<file path="config.mk">
export PLATFORM = sky130hd
export DESIGN_NAME = mmu_fault_sel
export DESIGN_NICKNAME = d
export VERILOG_FILES = /design/src/rtl/mmu_fault_sel.sv
export SDC_FILE = /design/constraint.sdc
export NUM_CORES = 1
export LEC_CHECK = 0
export BUFFER_PORTS_ARGS = -buffer_cell sky130_fd_sc_hd__buf_2
export CAP_MARGIN = 20
export CORE_UTILIZATION = 39
export DETAILED_ROUTE_END_ITERATION = 16
export GPL_ROUTABILITY_DRIVEN = 0
export PLACE_DENSITY_LB_ADDON = 0.05
export SYNTH_ARGS = -nofsm -noshare
export SYNTH_HDL_FRONTEND = slang
export SYNTH_SLANG_ARGS = --single-unit
</file>
<file path="constraint.sdc">
create_clock -name clk -period 3.5 [get_ports clk]
set_input_delay 1.05 -clock clk [delete_from_list [all_inputs] [get_ports clk]]
set_output_delay 1.05 -clock clk [all_outputs]
set_load 0.01 [all_outputs]
</file>
<file path="src/rtl/mmu_fault_sel.sv">
module mmu_fault_sel #(
  parameter int          PAGE_BITS = 12,
  parameter logic [31:0] USER_TOP  = 32'h8000_0000,
  parameter logic [31:0] KERN_WIN  = 32'hC000_0000
) (
  input  logic                  clk,
  input  logic                  rst_n,
  input  logic                  req_valid,
  input  logic [31:0]           req_addr,
  input  logic [1:0]            req_kind,
  input  logic                  req_user,
  input  logic                  req_misal,
  input  logic                  tlb_hit,
  input  logic                  tlb_r,
  input  logic                  tlb_w,
  input  logic                  tlb_x,
  input  logic                  mmu_en,
  input  logic                  eh_in,
  output logic                  rsp_valid,
  output logic                  rsp_ok,
  output logic                  rsp_bypass,
  output logic [3:0]            rsp_cause,
  output logic [4:0]            rsp_stat,
  output logic                  rsp_fast,
  output logic [31:0]           bad_addr,
  output logic [31-PAGE_BITS:0] pte_vpn
);
  localparam int VPN_W = 32 - PAGE_BITS;
  localparam int S_D = 0, S_PERM = 1, S_BAD = 2, S_DBL = 3, S_WE = 4;
  localparam logic [3:0] C_NONE = 4'd0, C_MISS_I = 4'd1, C_MISS_D = 4'd2,
                         C_PERM_R = 4'd3, C_PERM_W = 4'd4, C_PERM_X = 4'd5,
                         C_SUPA_I = 4'd6, C_SUPA_D = 4'd7, C_MISAL = 4'd8;

  wire is_fetch = (req_kind == 2'd2);
  wire is_store = (req_kind == 2'd1);
  wire right_ok = is_fetch ? tlb_x : (is_store ? tlb_w : tlb_r);
  wire kern_win = !req_user && (req_addr >= KERN_WIN);
  wire user_bad = req_user && (req_addr >= USER_TOP);

  logic       n_ok, n_byp, n_fast, n_xlat;
  logic [3:0] n_cause;
  logic [4:0] n_stat;

  always_comb begin
    n_ok    = 1'b0;
    n_byp   = 1'b0;
    n_fast  = 1'b0;
    n_xlat  = 1'b0;
    n_cause = C_NONE;
    n_stat  = '0;
    if (req_misal) begin
      n_cause       = C_MISAL;
      n_stat[S_BAD] = 1'b1;
      n_stat[S_D]   = !is_fetch;
    end else if (!mmu_en || kern_win) begin
      n_ok  = 1'b1;
      n_byp = 1'b1;
    end else if (user_bad) begin
      n_cause       = is_fetch ? C_SUPA_I : C_SUPA_D;
      n_stat[S_BAD] = 1'b1;
      n_stat[S_D]   = !is_fetch;
    end else if (!tlb_hit) begin
      n_xlat        = 1'b1;
      n_cause       = is_fetch ? C_MISS_I : C_MISS_D;
      n_stat[S_D]   = !is_fetch;
      n_stat[S_DBL] = eh_in;
      n_stat[S_WE]  = !eh_in;
      n_fast        = !eh_in;
    end else if (!right_ok) begin
      n_xlat         = 1'b1;
      n_cause        = is_fetch ? C_PERM_X : (is_store ? C_PERM_W : C_PERM_R);
      n_stat[S_PERM] = 1'b1;
      n_stat[S_D]    = !is_fetch;
      n_stat[S_WE]   = !eh_in;
    end else begin
      n_ok = 1'b1;
    end
  end

  always_ff @(posedge clk) begin
    if (!rst_n) begin
      rsp_valid  <= 1'b0;
      rsp_ok     <= 1'b0;
      rsp_bypass <= 1'b0;
      rsp_cause  <= C_NONE;
      rsp_stat   <= '0;
      rsp_fast   <= 1'b0;
      bad_addr   <= '0;
      pte_vpn    <= '0;
    end else begin
      rsp_valid <= req_valid;
      if (req_valid) begin
        rsp_ok     <= n_ok;
        rsp_bypass <= n_byp;
        rsp_cause  <= n_cause;
        rsp_stat   <= n_stat;
        rsp_fast   <= n_fast;
        if (!n_ok) bad_addr <= req_addr;
        if (n_xlat) pte_vpn <= req_addr[31:PAGE_BITS];
      end
    end
  end

  logic unused_w;
  assign unused_w = (VPN_W == 0);
endmodule


</file>
==> results of run 1 <==
-- area by class of cell --
cell class / instances / area (sq um)
Clock inverter: 3 / 65.1
Fill cell: 828 / 4140
Sequential cell: 65 / 1300
Inverter: 7 / 26.3
Clock buffer: 12 / 145
Timing Repair Buffer: 118 / 628
Tap cell: 105 / 131
Multi-Input combinational cell: 262 / 1830
-- layout by cell type, fill, tap and decap left out, drive strengths merged, types with 2 or more instances in the layout --
| cell type | Yosys | final |
|---|---|---|
| o41ai | 2 | 2 |
| dfxtp | 65 | 65 |
| o211ai | 32 | 32 |
| nand4 | 32 | 32 |
| nor2b | 2 | 2 |
| nand3 | 3 | 3 |
| o32a | 32 | 32 |
| mux2i | 21 | 21 |
| nand2 | 93 | 93 |
| clkbuf | 18 | 12 |
| clkinv | 1 | 2 |
| a21oi | 8 | 8 |
| and2 | 2 | 2 |
| ha | 2 | 2 |
| nor2 | 9 | 9 |
| inv | 6 | 6 |
| nor3 | 2 | 2 |
| bufinv | 0 | 2 |
| buf | 20 | 118 |
| o21ai | 7 | 7 |
-- tightest hold or removal path, stage by stage, from the launching register on --
cell and delay, ps:
dfxtp_1 310, nand2_1 50, mux2i_1 50
-- power groups by stage --
stage	registers [mW]	logic, mW	clock network, mW
final	0.819	0.323	0.706
after global routing	0.825	0.357	0.758
after CTS	0.819	0.325	0.725
after detailed placement	0.836	0.325	0
after global placement	0.834	0.320	0
after floorplan	0.853	0.194	0
-- final timing paths --
kind              slack (ps)        start           to  cells past startpoint
setup / recovery         890  req_kind[1]  pte_vpn[15]                      8
hold / removal           460  pte_vpn[12]  pte_vpn[12]                      2
setup reg to reg        2640  rsp_stat[0]  rsp_stat[0]                      3
hold reg to reg          460  pte_vpn[12]  pte_vpn[12]                      2
-- kinds of logic (layout without fill, tap and decap cells) --
kind of cell,after synthesis,after routing,synth area share
simple gates,150,150,0.205
buf+inv,45,140,0.0660
fa+ha+maj,2,2,0.00750
compound gates,88,88,0.264
flops,65,65,0.390
mux,22,22,0.0675
-- state kept, by name, summed over array words and instances (netlist names) --
register    count
rsp_cause       4
rsp_stat        5
pte_vpn        20
rsp_ok          1
rsp_bypass      1
bad_addr       32
rsp_valid       1
rsp_fast        1
-- layer usage --
layer	vias up	global-route usage
li1	1564	-
met1	1514	0.264
met2	74	0.325
met3	9	0.0443
met4	0	0.0682
met5	-	0
==> out/qor.yml, run 1 <==
logic_synthesis:
  synth.top_cell.area_share: 0.390
  synthDistinctLibCells: 37
  yosysSeqAreaShare: 0.390
  synthTopCellsByCount: "93 x nand2_1, 65 x dfxtp_1, 32 x nand4_1, 32 x o211ai_2, 32 x o32a_1"
  synth_area_leaders: "dfxtp_1 39%, o211ai_2 12%, nand2_1 10%"
  synthMostInstantiatedCell: "nand2_1"
  synthCells: 372
  ys.warnings.count: 0
  yosys.area.top_type: "dfxtp_1"
  netlist_area_sq_mm: 0.00334
  syn-num-nets: 419
  synth_flop_cell: "dfxtp_1"
  async_flop_share: 0
  synth_edf_count: 0
  syn_area_per_cell_sq_um: 8.97
  ys_ff_latch: 65
placed_design:
  port_buffers: 109
  place_area_sq_mm: 0.00391
  dp_hpwl_um: 5680
  pre_cts_slack_ps: 556
  dp_cells: 557
cts:
  clkSinkCount: 65
  clock_tree.buffer_depth: 2
  htree_levels: 3
  tritoncts: "yes"
  numCtsBuffers: 9
  cts_root_buffer: "clkbuf_8"
  insertion_delay_ps: 340
  hold_buffers: 0
  clk_pin_slew_ps: 80
  cts_setup_buffers: 0
  cts-resized-gates: 0
drt:
  drc: 0
  num_vias: 3161
  wirelength_um: 8710
  met1_length_um: 4290
  ant_nets: 0
  dr_wl_met3_um: 411
  first_pass_iters: 5
  vias_per_cell: 5.53
  wl_per_cell_um: 15.2
  dr.first_iter.drc_count: 173
  wl_met2_um: 3900
  highest_layer: "met4"
timing:
  finalSetupTns_ps: 0
  rsz0062_at_grt: "no"
  min_period_ps: 2610
  finalCritPeriodShare: 0.744
  fmax_mhz: 384
  final_hold_viol_count: 0
  fin_hold_ws_ps: 458
  relSlewSlack: 0.477
  final_max_slew_viol_count: 0
  fin_skew_ps: 0
  worstMarginPinSlew_ps: 784
  setup_viol: 0
  layout_setup_ws_ps: 894
worst_setup_path:
  arrival_ps: 2880
  endpoint_kind: "flip-flop"
  cp_slowest_cell: "o211a_4"
  crit_chain: "buf_2 -> inv_1 -> ha_1 -> mux2_4 -> o211a_4 -> nor2_2 -> buf_4 -> mux2i_1"
  crit_required_ps: 3770
  cp_top_family: "multiplexers"
  critPathMaxStageDelay_ps: 450
  startpoint_type: "input pin"
  path_buf_inv: 3
  criticalPathCategory: "in2reg"
  cp_max_fo: 69
pwr:
  power_frac_seq: 0.443
  totalPowerFinal_mw: 1.85
  p_sw_frac: 0.278
  leakage_nw: 1.81
  ir_drop_uv: 228
  power_density_mw_per_mm2: 448
  p_sw_mw: 0.513
  combPwrFrac: 0.175
  p_int_mw: 1.33
  clkPwrFrac: 0.382
die:
  ios: 110
  die-area_sq_mm: 0.00893
  rows: 33
  chipHeight_um: 94.5
  core-area_sq_mm: 0.00826
  dieWidth_um: 94.5
  start_util: 0.404
global_route:
  antenna_found_initial: 0
  grt_start_max_net_pins: 70
  grt_overflow: 0
  grt_pass1_wl_um: 14100
  grt_pass1_vias: 2905
  grtUsageTotal: 0.201
min_path:
  hp-class: "reg2reg"
layout:
  final_cells: 572
  drive_gt1_frac: 0.362
  fin_nets: 510
  area_growth_syn_to_layout_pct: 23.5
  post-route-util: 0.499
  antenna_cells: 0
  finalInstanceArea_sq_mm: 0.00412
flow_run:
  maxCapViolCount: 0
run_status:
  status: "finished, final reports clean"
Note: power is estimated with default switching activity, not from simulation.
==> inputs of run 2 (changes only) <==
ABC_AREA = 1   (was default)
clock period = 2.6 ns   (was 3.5 ns; I/O delays follow)
==> out/qor.yml, run 2 <==
drt:
  met1_length_um: 3480  # -19%
  dr.first_iter.drc_count: 59  # -66%
  ant_nets: 0  # unchanged
  num_vias: 2549  # -19%
  drc: 0  # unchanged
  dr_wl_met3_um: 423  # +2.9%
  wl_met2_um: 3100  # -20%
  first_pass_iters: 4  # -1
  vias_per_cell: 4.50  # -19%
  highest_layer: "met4"
  wirelength_um: 7070  # -19%
  wl_per_cell_um: 12.5  # -18%
pwr:
  ir_drop_uv: 261  # +14%
  power_density_mw_per_mm2: 665  # +48%
  leakage_nw: 1.86  # +3.0%
run_status:
  status: "finished, final reports clean"
global_route:
  grt_pass1_wl_um: 11400  # -20%
  grt_overflow: 0  # unchanged
  antenna_found_initial: 0  # unchanged
  grt_pass1_vias: 2381  # -18%
  grt_start_max_net_pins: 33  # -53%
  grtUsageTotal: 0.197  # -0.00456
worst_setup_path:
  cp_slowest_cell: "nor2_4"
  critPathLaunch: "req_kind[0]"
  startpoint_type: "input pin"
  criticalPathCategory: "in2reg"
  reg2reg_from: "bad_addr[23]"
  cp_max_fo: 21  # -70%
  arrival_ps: 2260  # -620 ps
  endpoint_kind: "flip-flop"
  crit_chain: "buf_2 -> inv_1 -> ha_1 -> inv_2 -> or2_4 -> nand3_4 -> nand2_2 -> nor2_4 -> o21ai_0 -> nor2_1"
  path_buf_inv: 3  # unchanged
  critPathMaxStageDelay_ps: 390  # -60 ps
  crit_required_ps: 2870  # -900 ps
  cp_top_family: "simple AND/OR/NAND/NOR gates"
layout:
  mostFrequentLayoutCells: "109 x buf_2, 72 x nor2_1, 65 x dfxtp_1"
  reg.largest.list: "bad_addr x32, pte_vpn x20, rsp_stat x5"
  antenna_cells: 0  # unchanged
  largest_reg_flops: 32  # unchanged
  largest_register: "bad_addr"
  drive_gt1_frac: 0.332  # -0.0300
  final_common_cell: "buf_2"
  area_growth_syn_to_layout_pct: 27.5
  fin_nets: 512  # +0.39%
  final_cells: 566  # -1.0%
cts:
  clkSinkCount: 65  # unchanged
  htree_levels: 3  # unchanged
  cts-resized-gates: 0  # unchanged
  clock_tree.buffer_depth: 2  # unchanged
  insertion_delay_ps: 330  # about the same
  clk_pin_slew_ps: 70  # about the same
  hold_buffers: 0  # unchanged
  tritoncts: "yes"
  cts_setup_buffers: 0  # unchanged
  numCtsBuffers: 9  # unchanged
  cts_root_buffer: "clkbuf_8"
logic_synthesis:
  yosys.area.top_type: "dfxtp_1"
  synthDistinctLibCells: 26  # -30%
  synth.top_cell.area_share: 0.464  # +0.0743
  synth_edf_count: 0  # unchanged
  ys_ff_latch: 65  # unchanged
  async_flop_share: 0  # unchanged
  syn-num-nets: 408  # -2.6%
  synthTopCellsByCount: "72 x nor2_1, 65 x dfxtp_1, 63 x nand2_1"
  yosysSeqAreaShare: 0.464  # +0.0743
  netlist_area_sq_mm: 0.00280  # -16%
  synth_flop_cell: "dfxtp_1"
  synth_area_leaders: "dfxtp_1 46%, nor2_1 9.6%, nand3b_1 8.6%"
  synthCells: 361  # -3.0%
  syn_area_per_cell_sq_um: 7.76  # -13%
  synthMostInstantiatedCell: "nor2_1"
  ys.warnings.count: 0  # unchanged
timing:
  fin_skew_ps: 0  # unchanged
  rsz0062_at_grt: "no"
  relSlewSlack: 0.677  # +0.200
  finalCritPeriodShare: 0.766
  setup_viol: 0  # unchanged
  worstMarginPinSlew_ps: 483  # -301 ps
  min_period_ps: 1990
  final_max_slew_viol_count: 0  # unchanged
  final_hold_viol_count: 0  # unchanged
  finalSetupTns_ps: 0  # unchanged
  fmax_mhz: 502
die:
  core-area_sq_mm: 0.00687  # -17%
  start_util: 0.408  # +0.00392
  rows: 30  # -9.1%
  dieWidth_um: 86.8  # -8.2%
  ios: 110  # unchanged
  chipHeight_um: 86.8  # -8.2%
  die-area_sq_mm: 0.00753  # -16%
min_path:
  holdCritStartpoint: "rsp_stat[3]"
  hp-class: "reg2reg"
placed_design:
  dp_hpwl_um: 4760  # -16%
  port_buffers: 109  # unchanged
  dp_cells: 550  # -1.3%
flow_run:
  maxCapViolCount: 0  # unchanged
-- run 2: cell count changes after synthesis, moves of 18 or more --
cell      before  now
mux2i_1       21    0
nand2_1       93   63
nand3b_1       1   32
nand4_1       32    1
nor2_1         9   72
nor2_2         0   18
nor3_1         2   20
o211ai_2      32    0
o32a_1        32    0
-- run 2: path summary, 6_finish.rpt --
kind | endpoint | slack [ps] | depth (start not counted)
worst max-delay path | pte_vpn[10] | 610 | 10
worst min-delay path | rsp_stat[3] | 460 | 2
worst max register to register | bad_addr[23] | 1910 | 3
worst min register to register | rsp_stat[3] | 460 | 2
-- run 2: through the flow --
stage	hold slack (ps)	area (sq um)	setup slack [ps]	utilization	power [mW]
final	465	3570	607	0.520	2.37
after global routing	484	3570	395	0.520	2.49
after CTS	464	3570	602	0.520	2.41
after detailed placement	453	3360	247	0.490	1.50
after global placement	454	3360	281	0.490	1.50
after floorplan	490	2800	621	-	1.36
-- run 2: cells by family after synthesis --
| kind of cell | after synthesis | synth area share |
|---|---|---|
| AO/OA/AOI/OAI | 32 | 0.0612 |
| flip-flops | 65 | 0.464 |
| adder cells (fa/ha/maj) | 2 | 0.00893 |
| buffers and inverters | 42 | 0.0808 |
| AND/OR/NAND/NOR | 220 | 0.385 |
-- run 2: report_power, final --
group,leakage [nW],internal [mW],switching [mW],total [mW]
sequential,0.534,1.06,0.0289,1.09
clock,0.107,0.522,0.375,0.897
combinational,1.22,0.157,0.228,0.384
total,1.86,1.74,0.632,2.37
-- run 2: area by class of cell --
| cell class | instances | area (sq um) |
|---|---|---|
| fillers | 703 | 3300 |
| flip-flops and latches | 65 | 1300 |
| multi-input cells | 254 | 1270 |
| repair buffers | 115 | 591 |
| clock buffers | 14 | 173 |
| well taps | 96 | 120 |
| inverters | 20 | 77.6 |
| clock inverters | 2 | 35.0 |
-- run 2: worst register-to-register path, stage by stage, from the launching register on --
cell and delay [ps]:
dfxtp_1 320, nand3b_1 150, nand2_1 70, nor2_1 40
-- run 2: per-layer routing --
| metal | vias up | global-route usage |
|---|---|---|
| met3 | 8 | 0.0448 |
| li1 | 1352 | - |
| met4 | 0 | 0.0773 |
| met2 | 78 | 0.312 |
| met1 | 1111 | 0.260 |
| met5 | - | 0 |
